`src/rtl/shadow_router.sv`:
```
module shadow_router #(
  parameter int ADDR_W   = 32,
  parameter int NUM_SEG  = 6,
  parameter int SEG_BITS = 14,
  parameter logic [ADDR_W-1:0] WIN_BASE = 'h0D8000
) (
  input  logic              clk,
  input  logic              rst_n,
  input  logic              cfg_we,
  input  logic [3:0]        cfg_be,
  input  logic [31:0]       cfg_wdata,
  output logic [31:0]       cfg_rdata,
  input  logic              txn_valid,
  input  logic [ADDR_W-1:0] txn_addr,
  input  logic              txn_write,
  output logic              txn_done,
  output logic              txn_to_mem
);
  localparam logic [ADDR_W-1:0] WIN_SIZE = ADDR_W'(NUM_SEG) << SEG_BITS;
  localparam logic [ADDR_W-1:0] WIN_END  = WIN_BASE + WIN_SIZE;
  localparam int IDX_W = $clog2(NUM_SEG);

  logic [31:0] field_mask;
  logic [31:0] byte_mask;
  logic [31:0] attr_q;

  always_comb begin
    field_mask = '0;
    for (int s = 0; s < NUM_SEG; s++) field_mask[4*s +: 2] = 2'b11;
  end

  for (genvar b = 0; b < 4; b++) begin : g_be
    assign byte_mask[8*b +: 8] = {8{cfg_be[b]}};
  end

  always_ff @(posedge clk or negedge rst_n)
    if (!rst_n) attr_q <= '0;
    else if (cfg_we)
      attr_q <= ((attr_q & ~byte_mask) | (cfg_wdata & byte_mask)) & field_mask;

  assign cfg_rdata = attr_q;

  logic              in_win;
  logic [ADDR_W-1:0] offs;
  logic [IDX_W-1:0]  seg;
  logic [1:0]        attr;
  logic              route;

  assign in_win = (txn_addr >= WIN_BASE) && (txn_addr < WIN_END);
  assign offs   = txn_addr - WIN_BASE;
  assign seg    = IDX_W'(offs >> SEG_BITS);
  assign attr   = attr_q[4*seg +: 2];
  assign route  = !in_win ? 1'b1 : (txn_write ? attr[1] : attr[0]);

  always_ff @(posedge clk or negedge rst_n)
    if (!rst_n) begin
      txn_done   <= 1'b0;
      txn_to_mem <= 1'b0;
    end else begin
      txn_done <= txn_valid;
      if (txn_valid) txn_to_mem <= route;
    end


  reserved_zero_chk: assert property (@(posedge clk) disable iff (!rst_n)
    (cfg_rdata & ~field_mask) == 32'h0);

  done_follows_valid_chk: assert property (@(posedge clk) disable iff (!rst_n)
    txn_valid |=> txn_done);

  no_spurious_done_chk: assert property (@(posedge clk) disable iff (!rst_n)
    !txn_valid |=> !txn_done);

  outside_to_mem_chk: assert property (@(posedge clk) disable iff (!rst_n)
    (txn_valid && (txn_addr < WIN_BASE || txn_addr >= WIN_END)) |=> txn_to_mem);

  unselected_bytes_hold_chk: assert property (@(posedge clk) disable iff (!rst_n)
    (cfg_we && cfg_be == 4'b0) |=> $stable(cfg_rdata));

  disabled_to_legacy_chk: assert property (@(posedge clk) disable iff (!rst_n)
    (txn_valid && in_win && attr == 2'b00) |=> !txn_to_mem);
endmodule

```
`config.mk`:
```
export PLATFORM = sky130hd
export DESIGN_NAME = shadow_router
export DESIGN_NICKNAME = d
export VERILOG_FILES = /design/src/rtl/shadow_router.sv
export SDC_FILE = /design/constraint.sdc
export NUM_CORES = 1
export LEC_CHECK = 0
export ABC_AREA = 1
export BUFFER_PORTS_ARGS = -buffer_cell sky130_fd_sc_hd__buf_4
export CAP_MARGIN = 20
export CORE_AREA = 2 2 56 58
export DETAILED_ROUTE_END_ITERATION = 10
export DIE_AREA = 0 0 58 60
export PLACE_DENSITY = 0.85
export SYNTH_ARGS = -nofsm -noshare
export SYNTH_HDL_FRONTEND = slang
export SYNTH_SLANG_ARGS = --single-unit
```
`constraint.sdc`:
```
create_clock -name clk -period 1.2 [get_ports clk]
set_clock_uncertainty 0.05 [all_clocks]
set_input_delay 0.06 -clock clk [delete_from_list [all_inputs] [get_ports clk]]
set_output_delay 0.06 -clock clk [all_outputs]
set_load 0.01 [all_outputs]
```
-- After elaboration in Yosys (flattened, before gate mapping)
Cells that the tools add are included.
- bits in latches: 0
- flip-flop bits (word level): 14
- bits in read-only memories: 0
- memory bits (writable): 0
- output and inout bits: 34
- bits of input ports: 73
- logic and storage cells: 14
- memories kept: 0
- bitwise operators: 4
- $lt $le $gt $ge: 2
- muxes and demuxes: 2
- add/sub/neg operators: 1
- div/mod/pow operators: 0
- equal/unequal tests: 0
- shift operators: 1
- reductions and logical operators: 1
- $mul: 0
- operator list (kind ; count):
    $and 22x22->22 ; 2
    $ge 32x20->1 const B ; 1
    $lt 32x20->1 const B ; 1
    $shiftx 32x6->2 ; 1
    $not 22->22 ; 1
    $or 22x22->22 ; 1
    $sub 17x17->17 const B ; 1
    $mux 1 ; 2
    $logic_and 1x1->1 ; 1

-- Longest topological paths before layout
- depth after elaboration: 4
- depth in mapped cells: 9
- mapped depth without buffers: 9

-- Worst setup path after synthesis
Ideal clock, no wire load.
- path type: register to register
- start: register (tool-made name)
- end: register txn_to_mem
- slack: 0.173 ns
- path buffers: 0
- arrival: 0.864 ns
- clock period less this slack: 1.027 ns
- setup time: 0.113 ns
- stages on the path, launching flop included: 9
- data required time: 1.037 ns
- cells stage by stage: dfrtp_1 > nand2_2 > nand2_1 > nor2_2 > nor2_1 > nor2_2 > nand3_1 > nand2_1 > inv_1
- RTL lines (item ; RTL line ; text):
    end signal, assigned ; 61 ; if (txn_valid) txn_to_mem <= route;
    end, declared ; 17 ; output logic txn_to_mem

==> run_results.csv <==
group,metric,value,unit
setup_path,cp.required,1.33,ns
setup_path,regToRegSetupSlack,0.15,ns
final_layout,final_nets,257,
flow_run,maxCapViolations,0,
setup_path,r2r-end,"txn_to_mem",
global_routing,antenna_found_initial,0,
detailed_routing,drt_iter0_drc,9,
logic_synthesis,synth_edf_count,0,
min_path,hp-class,"input port to flip-flop",
min_path,hold_depth,5,
die,ioPinCount,107,
final_layout,drive_gt1_share,35.2,%
clock_network,cts_buffers,3,
logic_synthesis,ys.flop_type,"dfrtp_1",
die,die_area,3480,µm²
detailed_routing,routed_wl,2180,µm
logic_synthesis,netlist_area,880,µm²
timing,setup_viol,0,
global_routing,grt_pass1_wl,3480,µm
timing,final_max_slew_viol_count,0,
timing,fin_setup_tns,0,ns
setup_path,crit_family,"buffers and inverters",
final_layout,fill_cells,291,
setup_path,worstSetupEndpointType,"flip-flop",
timing,grt_setup_unrepaired,"no",
power_and_ir_drop,p_leak,0.752,nW
timing,min_period,1.12,ns
final_layout,final_area,1390,µm²
setup_path,r2r_cells,8,
placement,placed_cell_area,1220,µm²
global_routing,grt_pass1_vias,829,
clock_network,cts_root_buf,"clkbuf_4",
clock_network,cts_tree,"yes",
power_and_ir_drop,pwr-share-seq,45.1,%
clock_network,clock_latency,0.28,ns
final_layout,areaGrowthSynthToFinish,57.8,%
power_and_ir_drop,p_total,0.00125,W
logic_synthesis,yosys.area.top_type,"dfrtp_1",
setup_path,path_class,"input port to flip-flop",
logic_synthesis,synth.most_common_cell,"nand2_1",
setup_path,critPathArrivalTime,1.24,ns
logic_synthesis,synthTopCellsByCount,"nand2_1, buf_4, nor2_1, dfrtp_1, inv_1",
global_routing,grt_util_all_layers,13.0,%
detailed_routing,drc,0,
clock_network,clk_pin_slew,0.08,ns
power_and_ir_drop,power.density,900,nW/µm²
run_status,status,"finished clean",
clock_network,cts.path.max_buffers,2,
power_and_ir_drop,switching_share,30.0,%
setup_path,slowest_stage,"dlygate4sd3_1",
setup_path,crit_chain,"dlygate4sd3_1, buf_4, nor3b_1, nand3_2, nor2_2, nand3_1, nand2_1, inv_1",
power_and_ir_drop,ir_drop,549,µV
setup_path,max_stage_delay,0.53,ns
detailed_routing,route.vias.total,883,
setup_path,critPathLaunchType,"input port",
logic_synthesis,yosysUniqueCellTypes,16,
logic_synthesis,ys_seq_area_share,39.8,%
timing,fmax,896,MHz
global_routing,grt_max_degree,15,
setup_path,path_buf_inv,3,
logic_synthesis,ys_top_cells_by_area,"dfrtp_1, buf_4, nand2_1",
power_and_ir_drop,intPower,0.000874,W
logic_synthesis,synth.avg_cell_area,7.65,µm²
die,initial_utilization,30.3,%
clock_network,post_cts_resize_count,0,
power_and_ir_drop,p_clk_share,21.3,%
power_and_ir_drop,combPwrFrac,33.7,%
min_path,hold_path_startpoint,"txn_addr[16]",
clock_network,htree_levels,1,
timing,hold_viol_final,0,
die,fp-row-count,20,
clock_network,post_cts_buffers,0,
placement,gp_congestion,0.729,
die,dieHeight,60,µm
logic_synthesis,syn_inst,115,
placement,port_buffers,51,
die,fp.dieW,58,µm
clock_network,cts.sinks,14,
detailed_routing,postRouteAntennaNets,0,
logic_synthesis,async_flop_share,100,%
placement,hpwl,1720,µm
final_layout,antenna_cells,0,
power_and_ir_drop,p_switching,0.000375,W
logic_synthesis,synth_warnings,0,
setup_path,crit_fanout,3,
detailed_routing,first_pass_iters,4,
global_routing,globalRouteOverflowTotal,0,
logic_synthesis,synth_top_area_share,39.8,%
timing,finalCritPeriodShare,93.0,%
min_path,holdPathEnd,"txn_to_mem",
die,fp.coreArea,2900,µm²
detailed_routing,avgViaCountPerCell,4.11,
detailed_routing,routedWlPerCell,10.1,µm
logic_synthesis,ys_ff_latch,14,
final cells by class:
type / instances / area (µm²) / area share (%)
Tap cell: 33 / 41.3 / 2.98
Clock buffer: 3 / 22.5 / 1.62
Timing Repair Buffer: 65 / 523 / 37.7
Sequential cell: 14 / 350 / 25.2
Inverter: 13 / 48.8 / 3.52
Multi-Input combinational cell: 87 / 402 / 28.9
repair_timing:
item                                    4_1_cts  5_1_grt
endpoints found under the setup margin        0        0
endpoints found under the hold margin        27        0
hold buffers                                 14        0
power groups by stage:
stage          clock [W]  combinational (W)  sequential [W]
3_5_place_dp           0           0.000386        0.000572
5_1_grt         0.000312           0.000466        0.000571
3_3_place_gp           0           0.000379        0.000570
4_1_cts         0.000290           0.000423        0.000563
6_report        0.000266           0.000420        0.000563
2_1_floorplan          0           0.000191        0.000594
through the flow:
step	setup WS [ns]	util, %	instances	hold slack, ns
final	0.0841	47.8	215	0.0707
after global routing	0.00579	47.8	215	0.0821
after CTS	0.0768	47.8	215	0.0573
after detailed placement	0.158	42.2	198	-0.128
after global placement	0.158	42.2	198	-0.133
after floorplan	0.173	-	134	-0.286
layout by cell type, fill, tap and decap left out:
master	Yosys	routed
nand2_2	1	1
nand3_2	1	1
mux2_2	4	4
nor3b_1	1	1
nor2_1	18	18
nand3_1	6	6
conb_1	1	20
dlygate4sd3_1	0	14
nand3b_1	2	2
inv_1	12	12
a21oi_1	8	8
or2_2	1	1
dfrtp_1	14	14
clkbuf_4	0	3
buf_4	20	51
nand2_1	23	23
inv_2	1	1
nor2_2	2	2
cells by family (layout without fill, tap and decap cells):
group	Yosys count	in the layout	synth area share, %
buffers and inverters	33	81	22.6
AND/OR/NAND/NOR	55	55	27.5
multiplexers	4	4	5.12
other	1	20	0.426
flip-flops	14	14	39.8
AO/OA/AOI/OAI	8	8	4.55
worst max-delay path by stage:
stage                   start          to  cells past startpoint
CTS                 txn_valid  txn_to_mem                      8
global placement    flip-flop  txn_to_mem                      8
detailed placement  flip-flop  txn_to_mem                      8
global route        txn_valid  txn_to_mem                      8
finish              txn_valid  txn_to_mem                      8
floorplan           flip-flop  txn_to_mem                      8
worst reg2reg max path, cell delays in order, from the launching register on:
cell	delay, ns
dfrtp_1	0.40
inv_1	0.07
nand2_1	0.05
nand3_1	0.08
nand3b_1	0.09
nand2_1	0.06
nand3_1	0.07
nand2_1	0.06
inv_1	0.03
layer usage:
metal  vias to the layer above  part of all wire [%]  track usage (%)
li1                        451                     -                -
met1                       387                    39             16.2
met2                        41                    53             22.4
met3                         4                   7.6             3.03
met4                         0                  0.92             3.99
met5                         -                     0                0
(Power assumes the default switching activity.)
